$ cat src/rtl/flag_adder_pkg.sv
// Package: shared mode encoding for the add-class flag unit.
// Assumes a 3-bit operation select; codes 6 and 7 are reserved.
package flag_adder_pkg;

    typedef enum logic [2:0] {
        MODE_ADD         = 3'd0,
        MODE_ADD_CARRY   = 3'd1,
        MODE_SUB_FROM    = 3'd2,
        MODE_NEGATE      = 3'd3,
        MODE_ADD_EXT     = 3'd4,
        MODE_ADD_EXT_OVF = 3'd5,
        MODE_RSVD6       = 3'd6,
        MODE_RSVD7       = 3'd7
    } add_mode_e;

endpackage

$ cat src/rtl/flag_adder_operands.sv
// Module: operand preparation.
// Picks the operand inversion, the second-operand masking and the carry-in
// for each mode. Assumes reserved modes behave as a plain add.
module flag_adder_operands
    import flag_adder_pkg::*;
#(
    parameter int WIDTH = 64
) (
    input  add_mode_e         mode,
    input  logic [WIDTH-1:0]  a,
    input  logic [WIDTH-1:0]  b,
    input  logic              carry_flag,
    input  logic              ovf_flag,
    output logic [WIDTH-1:0]  opa,
    output logic [WIDTH-1:0]  opb,
    output logic              cin
);

    // Select the adder inputs for the requested operation.
    always_comb begin
        opa = a;
        opb = b;
        cin = 1'b0;
        unique case (mode)
            MODE_SUB_FROM: begin
                opa = ~a;
                cin = 1'b1;
            end
            MODE_NEGATE: begin
                opa = ~a;
                opb = '0;
                cin = 1'b1;
            end
            MODE_ADD_EXT:     cin = carry_flag;
            MODE_ADD_EXT_OVF: cin = ovf_flag;
            default: begin
                opa = a;
                opb = b;
                cin = 1'b0;
            end
        endcase
    end

endmodule

$ cat src/rtl/flag_adder_segment.sv
// Module: one adder segment of W bits with carry in and carry out.
// Assumes W >= 1; the segment boundaries expose the carries that the flags need.
module flag_adder_segment #(
    parameter int W = 31
) (
    input  logic [W-1:0] x,
    input  logic [W-1:0] y,
    input  logic         cin,
    output logic [W-1:0] s,
    output logic         cout
);

    localparam int SW = W + 1;

    logic [SW-1:0] total;

    // Widened add so that the carry out lands in the top bit.
    always_comb begin
        total = {1'b0, x} + {1'b0, y} + SW'(cin);
    end

    assign s    = total[W-1:0];
    assign cout = total[W];

endmodule

$ cat src/rtl/flag_adder_flags.sv
// Module: flag and write-strobe generation.
// Takes the carries into and out of the top bit of each half and forms the
// carry, overflow and strobe outputs. Assumes the carries are already settled.
module flag_adder_flags
    import flag_adder_pkg::*;
(
    input  add_mode_e mode,
    input  logic      oe,
    input  logic      hi_cin,
    input  logic      hi_cout,
    input  logic      lo_cin,
    input  logic      lo_cout,
    output logic      carry,
    output logic      carry32,
    output logic      ovf,
    output logic      ovf32,
    output logic      carry_we,
    output logic      ovf_we
);

    // Carries are reported as is; overflow is either the signed test or the carry.
    always_comb begin
        carry   = hi_cout;
        carry32 = lo_cout;
        if (mode == MODE_ADD_EXT_OVF) begin
            ovf   = hi_cout;
            ovf32 = lo_cout;
        end else begin
            ovf   = hi_cout ^ hi_cin;
            ovf32 = lo_cout ^ lo_cin;
        end
    end

    // Decide which flag groups this operation may update.
    always_comb begin
        carry_we = 1'b0;
        ovf_we   = 1'b0;
        unique case (mode)
            MODE_ADD, MODE_SUB_FROM, MODE_NEGATE: ovf_we = oe;
            MODE_ADD_CARRY, MODE_ADD_EXT: begin
                carry_we = 1'b1;
                ovf_we   = oe;
            end
            MODE_ADD_EXT_OVF: ovf_we = 1'b1;
            default: begin
                carry_we = 1'b0;
                ovf_we   = 1'b0;
            end
        endcase
    end

endmodule

$ cat src/rtl/flag_adder.sv
// Module: top of the add-class unit with 64-bit and 32-bit flags.
// Splits the adder into two halves. Each half is a body segment plus a
// single top-bit segment, so the carries into and out of bits HALF-1 and
// WIDTH-1 are visible. Purely combinational; assumes WIDTH is even and >= 4.
module flag_adder
    import flag_adder_pkg::*;
#(
    parameter int WIDTH = 64
) (
    input  logic [WIDTH-1:0] a_i,
    input  logic [WIDTH-1:0] b_i,
    input  logic             carry_flag_i,
    input  logic             ovf_flag_i,
    input  logic [2:0]       mode_i,
    input  logic             oe_i,
    output logic [WIDTH-1:0] sum_o,
    output logic             carry_o,
    output logic             carry32_o,
    output logic             ovf_o,
    output logic             ovf32_o,
    output logic             carry_we_o,
    output logic             ovf_we_o
);

    localparam int HALF   = WIDTH / 2;
    localparam int NHALF  = 2;
    localparam int NCARRY = 2 * NHALF + 1;

    add_mode_e        mode;
    logic [WIDTH-1:0] opa;
    logic [WIDTH-1:0] opb;
    logic             cin;
    logic [NCARRY-1:0] chain;

    assign mode = add_mode_e'(mode_i);

    flag_adder_operands #(.WIDTH(WIDTH)) u_ops (
        .mode       (mode),
        .a          (a_i),
        .b          (b_i),
        .carry_flag (carry_flag_i),
        .ovf_flag   (ovf_flag_i),
        .opa        (opa),
        .opb        (opb),
        .cin        (cin)
    );

    assign chain[0] = cin;

    // Each half: a body of HALF-1 bits, then its top bit on its own.
    for (genvar h = 0; h < NHALF; h++) begin : g_half
        localparam int LO  = h * HALF;
        localparam int TOP = LO + HALF - 1;

        flag_adder_segment #(.W(HALF - 1)) u_body (
            .x    (opa[TOP-1:LO]),
            .y    (opb[TOP-1:LO]),
            .cin  (chain[2*h]),
            .s    (sum_o[TOP-1:LO]),
            .cout (chain[2*h+1])
        );

        flag_adder_segment #(.W(1)) u_topbit (
            .x    (opa[TOP:TOP]),
            .y    (opb[TOP:TOP]),
            .cin  (chain[2*h+1]),
            .s    (sum_o[TOP:TOP]),
            .cout (chain[2*h+2])
        );
    end

    flag_adder_flags u_flags (
        .mode     (mode),
        .oe       (oe_i),
        .hi_cin   (chain[3]),
        .hi_cout  (chain[4]),
        .lo_cin   (chain[1]),
        .lo_cout  (chain[2]),
        .carry    (carry_o),
        .carry32  (carry32_o),
        .ovf      (ovf_o),
        .ovf32    (ovf32_o),
        .carry_we (carry_we_o),
        .ovf_we   (ovf_we_o)
    );

endmodule

$ cat config.mk
export PLATFORM = sky130hd
export DESIGN_NAME = flag_adder
export DESIGN_NICKNAME = d
export VERILOG_FILES = /design/src/rtl/flag_adder_pkg.sv /design/src/rtl/flag_adder_operands.sv /design/src/rtl/flag_adder_segment.sv /design/src/rtl/flag_adder_flags.sv /design/src/rtl/flag_adder.sv
export SDC_FILE = /design/constraint.sdc
export NUM_CORES = 1
export LEC_CHECK = 0
export ABC_AREA = 1
export BUFFER_PORTS_ARGS = -buffer_cell sky130_fd_sc_hd__buf_2
export CORE_AREA = 2 2 103 105
export DETAILED_ROUTE_END_ITERATION = 8
export DIE_AREA = 0 0 105 107
export GPL_TIMING_DRIVEN = 1
export PLACE_DENSITY_LB_ADDON = 0.25
export SETUP_SLACK_MARGIN = 0.2
export SYNTH_ARGS = -nofsm -noshare
export SYNTH_HDL_FRONTEND = slang
export SYNTH_SLANG_ARGS = --single-unit
$ cat constraint.sdc
create_clock -name vclk -period 6.3
set_clock_uncertainty 0.1 [all_clocks]
set_input_delay 0.945 -clock vclk [all_inputs]
set_output_delay 0.945 -clock vclk [all_outputs]
set_load 0.02 [all_outputs]
# == After elaboration in Yosys (flattened, before gate mapping) ==
# Index checks and enable logic that the tools add are counted.
# totals
output_inout_bits,70
word_cells,27
regBits,0
inputBits,134
# op_classes
n_eq_ne,5
add_sub_neg,8
bitwise,3
n_mux,7
n_reduce_logical,4
# op_table
operator,n
2-to-1 mux 64 bit,2
adder 31 x 31 -> 32 bit,2
adder 32 x 1 -> 32 bit,2
inverter 64 bit,1
"equality test 3 x 2 -> 1 bit, second input constant",2
"equality test 3 bit, second input constant",2
OR reduction 5 bit,1
adder 1 x 1 -> 2 bit,2
adder 2 x 1 -> 2 bit,2
OR reduction 2 bit,2
"equality test 3 x 1 -> 1 bit, second input constant",1
logical NOT 3 bit,1
2-to-1 mux 1 bit,3
case mux 1 bit (3 select lines),1
case mux 1 bit (2 select lines),1
bitwise XOR 1 bit,2

# == Longest topological paths before layout ==
# depth
depth_word,10
depth_mapped,29
mapped_depth_nobuf,29

# == By module ==
# Synthesis repeated with hierarchy kept, for this count alone.
# hier_totals
cells_unflattened,1191
hier_area_um2,6023.3
# modules_own_cells
module,n_inst,cells_each,area_each_um2,seq_area_each_um2
flag_adder_segment at g_half[0].u_body,1,474,2338.5,0.0
flag_adder_segment at g_half[1].u_body,1,470,2274.7,0.0
flag_adder_operands,1,218,1244.9,0.0
flag_adder_flags,1,27,125.1,0.0
flag_adder_segment at g_half[0].u_topbit ...,2,1,20.0,0.0

# == Least setup slack after synthesis ==
# No wires, ideal clock.
# synth_path
path_type,input to output
start,input mode_i[1]
end,output ovf_o
path_buffers,1
path_slack_ps,326
path_stages,28
arrival_time_ps,4929
required_time_ps,5255
path_cell_list,inv_1 nor3_2 buf_2 nor2_1 fa_1 nand2_1 nand2_1 nand3_1 nand2_2 nand2_1 nand2_2 nand2_2 nand2_2 inv_1 fa_1 inv_1 fa_1 nand3_1 nand3_2 nand2_1 nand2_1 nand2_1 nand2_2 nand2_1 nand2_2 fa_1 nand3b_1 nand2_1
# synth_via
elab_chain_cells,10
word_cells_on_any_way,18
classes_between,add/sub (8); eq/ne (4); mux (4); bitwise (1); reduce/logical (1)
# synth_rtl
item,line,rtl
"start, declared",flag_adder.sv:14,"input logic [2:0] mode_i,"
equality test 3 x 2 -> 1 bit,flag_adder_operands.sv:24,unique case (mode)
OR reduction 2 bit (no line),-,
2-to-1 mux 64 bit,-,
adder 31 x 31 -> 32 bit,flag_adder_segment.sv:19,"total = {1'b0, x} + {1'b0, y} + SW'(cin);"
adder 32 x 1 -> 32 bit,flag_adder_segment.sv:19,
adder 2 x 1 -> 2 bit (*),flag_adder_segment.sv:19,
via carry32_o,flag_adder.sv:18,"output logic carry32_o,"
adder 32 x 1 -> 32 bit (*),flag_adder_segment.sv:19,
adder 2 x 1 -> 2 bit (*),flag_adder_segment.sv:19,
via carry_o,flag_adder.sv:17,"output logic carry_o,"
bitwise XOR 1 bit,flag_adder_flags.sv:29,ovf = hi_cout ^ hi_cin;
2-to-1 mux 1 bit (*),flag_adder_flags.sv:25,if (mode == MODE_ADD_EXT_OVF) begin
"end, declared",flag_adder.sv:19,"output logic ovf_o,"
# Mark *: on every way through the listed nets, which the timed path passes. The rest lies on a longest branch.

# == Worst setup path in the final report ==
# layout_path
start,input mode_i[0]
end,output ovf_o
# layout_via
elab_chain_cells,10
word_cells_on_any_way,18
classes_between,add/sub (8); eq/ne (4); mux (4); bitwise (1); reduce/logical (1)
# layout_rtl
item,line
equality test 3 x 2 -> 1 bit,flag_adder_operands.sv:24
OR reduction 2 bit (no line),-
2-to-1 mux 64 bit,-
adder 31 x 31 -> 32 bit,flag_adder_segment.sv:19
adder 32 x 1 -> 32 bit,flag_adder_segment.sv:19
adder 2 x 1 -> 2 bit,flag_adder_segment.sv:19
adder 32 x 1 -> 32 bit,flag_adder_segment.sv:19
adder 2 x 1 -> 2 bit,flag_adder_segment.sv:19
bitwise XOR 1 bit,flag_adder_flags.sv:29
2-to-1 mux 1 bit (*),flag_adder_flags.sv:25
# Every way passes the cells marked *; elsewhere a longest branch is shown, timed or not.

==> results by group <==
Power and ir drop
  – Net load switching power: around 730 µW
  – Pwr dens: around 170 nW/µm²
  – Sequential share of power: 0%
  – Logic gate share of total power: 100.0%
  – P_int: about 430 µW
  – Worst vdd ir: about 0.13 mV
  – Design Power: around 1200 µW
  – P_leak: 0.00392 µW
  – Power share of the clock group: 0%
  – Switching Share: a little over three fifths

Final layout
  – Nets: between 1000 and 1500
  – Sequential cell area: 0 µm²
  – Clock buf count: 0
  – Share of cells above drive strength 1: 24.6%
  – Area Growth Syn to Fin: 28.7%
  – Sequential cells: 0
  – Layout fillers: approximately 1000

STA
  – Setup TNS: 0 ns
  – Final Cycle Share: between 90 and 100%
  – Hold Vio Cnt, Final: 0
  – Hold Slack: around 2.1 ns
  – Slew @ Worst Pin: approximately 0.45 ns
  – Relative slew slack: 69.5%
  – Setup ws final: approximately 0.42 ns
  – Final Max Tran Viols: 0
  – Fin crit period: 5.88 ns
  – Final setup violation count: 0
  – Achievable Freq: about 170 MHz
  – RSZ-0062 raised after global routing: yes

Synth
  – Yosys warning count: 0
  – Synth top cells by count: 275 x nand2_1, 157 x nor2_1, 156 x inv_1
  – Yosys top cell by area: nand2_1
  – Avg Cell Area, Syn: 5.38 µm²
  – Net count after synthesis: ~1200
  – Cells after synthesis: between 900 and 1000
  – Largest cells by area after synthesis: nand2_1 20%, ha_1 14%, xnor2_1 12%
  – Sequential share of the synthesized area: 0%
  – Synth unique cells: 33
  – Post-synth top area share: about a fifth
  – Cell Area, Synth: a little over 5000 µm²
  – Most common cell in the netlist: nand2_1

Die
  – Core Box Area: approximately 10000 µm²
  – # IOs: between 200 and 250
  – Die ar.: ~11000 µm²
  – FP Rows: 37
  – Starting density of the core: 51.4%
  – Die Span Y: between 100 and 150 µm
  – Die Wd: 105 µm

Routing
  – Avg Vias per Cell: ~4.9
  – Starting DRT DRC Count: approximately 340
  – Remaining antenna violation count after routing: 0
  – Vias: 6445
  – DR WL/cell: about 13 µm
  – Final WL: 16500 µm
  – Remaining DRCs: 0
  – Drt pass-1 iters: 5

Global routing
  – Vias in the first global route: ~5800
  – Overall Global Routing Usage: 28.0%
  – Overflow after GRT: 0
  – Pin count of the biggest net entering global routing: 27
  – Initial antenna violation count: 2
  – First-pass GRT wire length: about 27000 µm

Setup path
  – CP Class: in -> out
  – Crit end category: output port
  – Slowest cell on crit path: fa_2
  – Cell mode on critical path: nand2_2
  – Worst setup SP type: input pin
  – CP arrival: a little under 5 ns
  – CP max FO: 10
  – CP bufs+invs: 7
  – Worst path max stage delay: 0.42 ns
  – Critical path's top delay family: simple AND/OR/NAND/NOR gates
  – CP required: 5.25 ns

Status
  – Status: finished clean

Place
  – RePlAce Congestion: roughly 0.99
  – DPL Wire Length: 14000 µm
  – Post-place setup slack: between 0.1 and 0.15 ns
  – IO buf count: between 200 and 250

Flow run
  – Max-cap violations: 0

Clock network
  – Post-CTS Hold Buffers: 0

Worst hold path
  – HP Class: in -> out
final timing paths:
check | start | endpoint | slack [ns] | depth (start not counted)
worst min-delay path | oe_i | ovf_we_o | 2.14 | 4
worst max-delay path | mode_i[0] | ovf_o | 0.42 | 30
cell type report:
cell class	instances	area, µm²	area share (%)
multi-input cells	793	4630	69.4
well taps	136	170	2.55
inverters	156	586	8.78
diodes	1	2.50	0.0375
repair buffers	227	1280	19.3
kinds of logic (layout without fill, tap and decap cells):
logic type | after synthesis | in the layout | synth area share (%)
xor gates and xnor gates | 99 | 99 | 16.7
buffers and inverters | 171 | 383 | 13.1
and+or+nand+nor | 509 | 509 | 39.6
AOI/OAI and AO/OA | 119 | 119 | 13.7
other | 0 | 1 | 0
adders and majority gates | 66 | 66 | 16.8
placed cells by master (no fill, tap or decap), types with 2 or more instances in the layout:
cell,instances
o21a_1,2
nor3_1,7
nand4_1,4
nand3_1,43
buf_6,3
nand2_2,19
inv_1,150
buf_12,3
fa_2,5
o21ai_1,2
inv_2,6
ha_1,56
nand3_2,5
nand2_1,262
nor2_1,154
xor2_1,28
o21bai_1,12
o211ai_1,2
xnor2_1,71
o21ai_2,3
or2_1,2
a21oi_2,6
nor2_2,6
nand3b_1,3
a21oi_1,58
buf_2,202
o21ai_0,21
ha_2,4
a21oi_4,2
a21o_1,7
buf_4,17
timing repair:
action / CTS / global route
cloned: 1 / 1
gates resized for setup: 6 / 40
buffers inserted: 1 / 12
setup endpoints to repair: 2 / 19
pin swaps: 2 / 25
per-layer routing:
| layer | global-route usage (%) | wire length (µm) |
|---|---|---|
| met1 | 38.6 | 7790 |
| met2 | 49.1 | 7350 |
| met3 | 2.37 | 1100 |
| met4 | 3.14 | 229 |
| met5 | 0 | 14 |
power by group through the flow:
stage               Combinational, µW  Clock (µW)  Sequential [µW]
detailed placement               1100           0                0
global route                     1270   0.0000212                0
finish                           1160   0.0000212                0
floorplan                         780           0                0
CTS                              1110           0                0
global placement                 1100           0                0
per-stage QoR:
step,area (µm²),utilization [%],std cells
floorplan,5180,-,964
global placement,6390,63.3,1297
detailed placement,6390,63.3,1297
CTS,6440,63.8,1299
global route,6670,66.1,1313
finish,6670,66.1,1313
(Power assumes the default switching activity.)
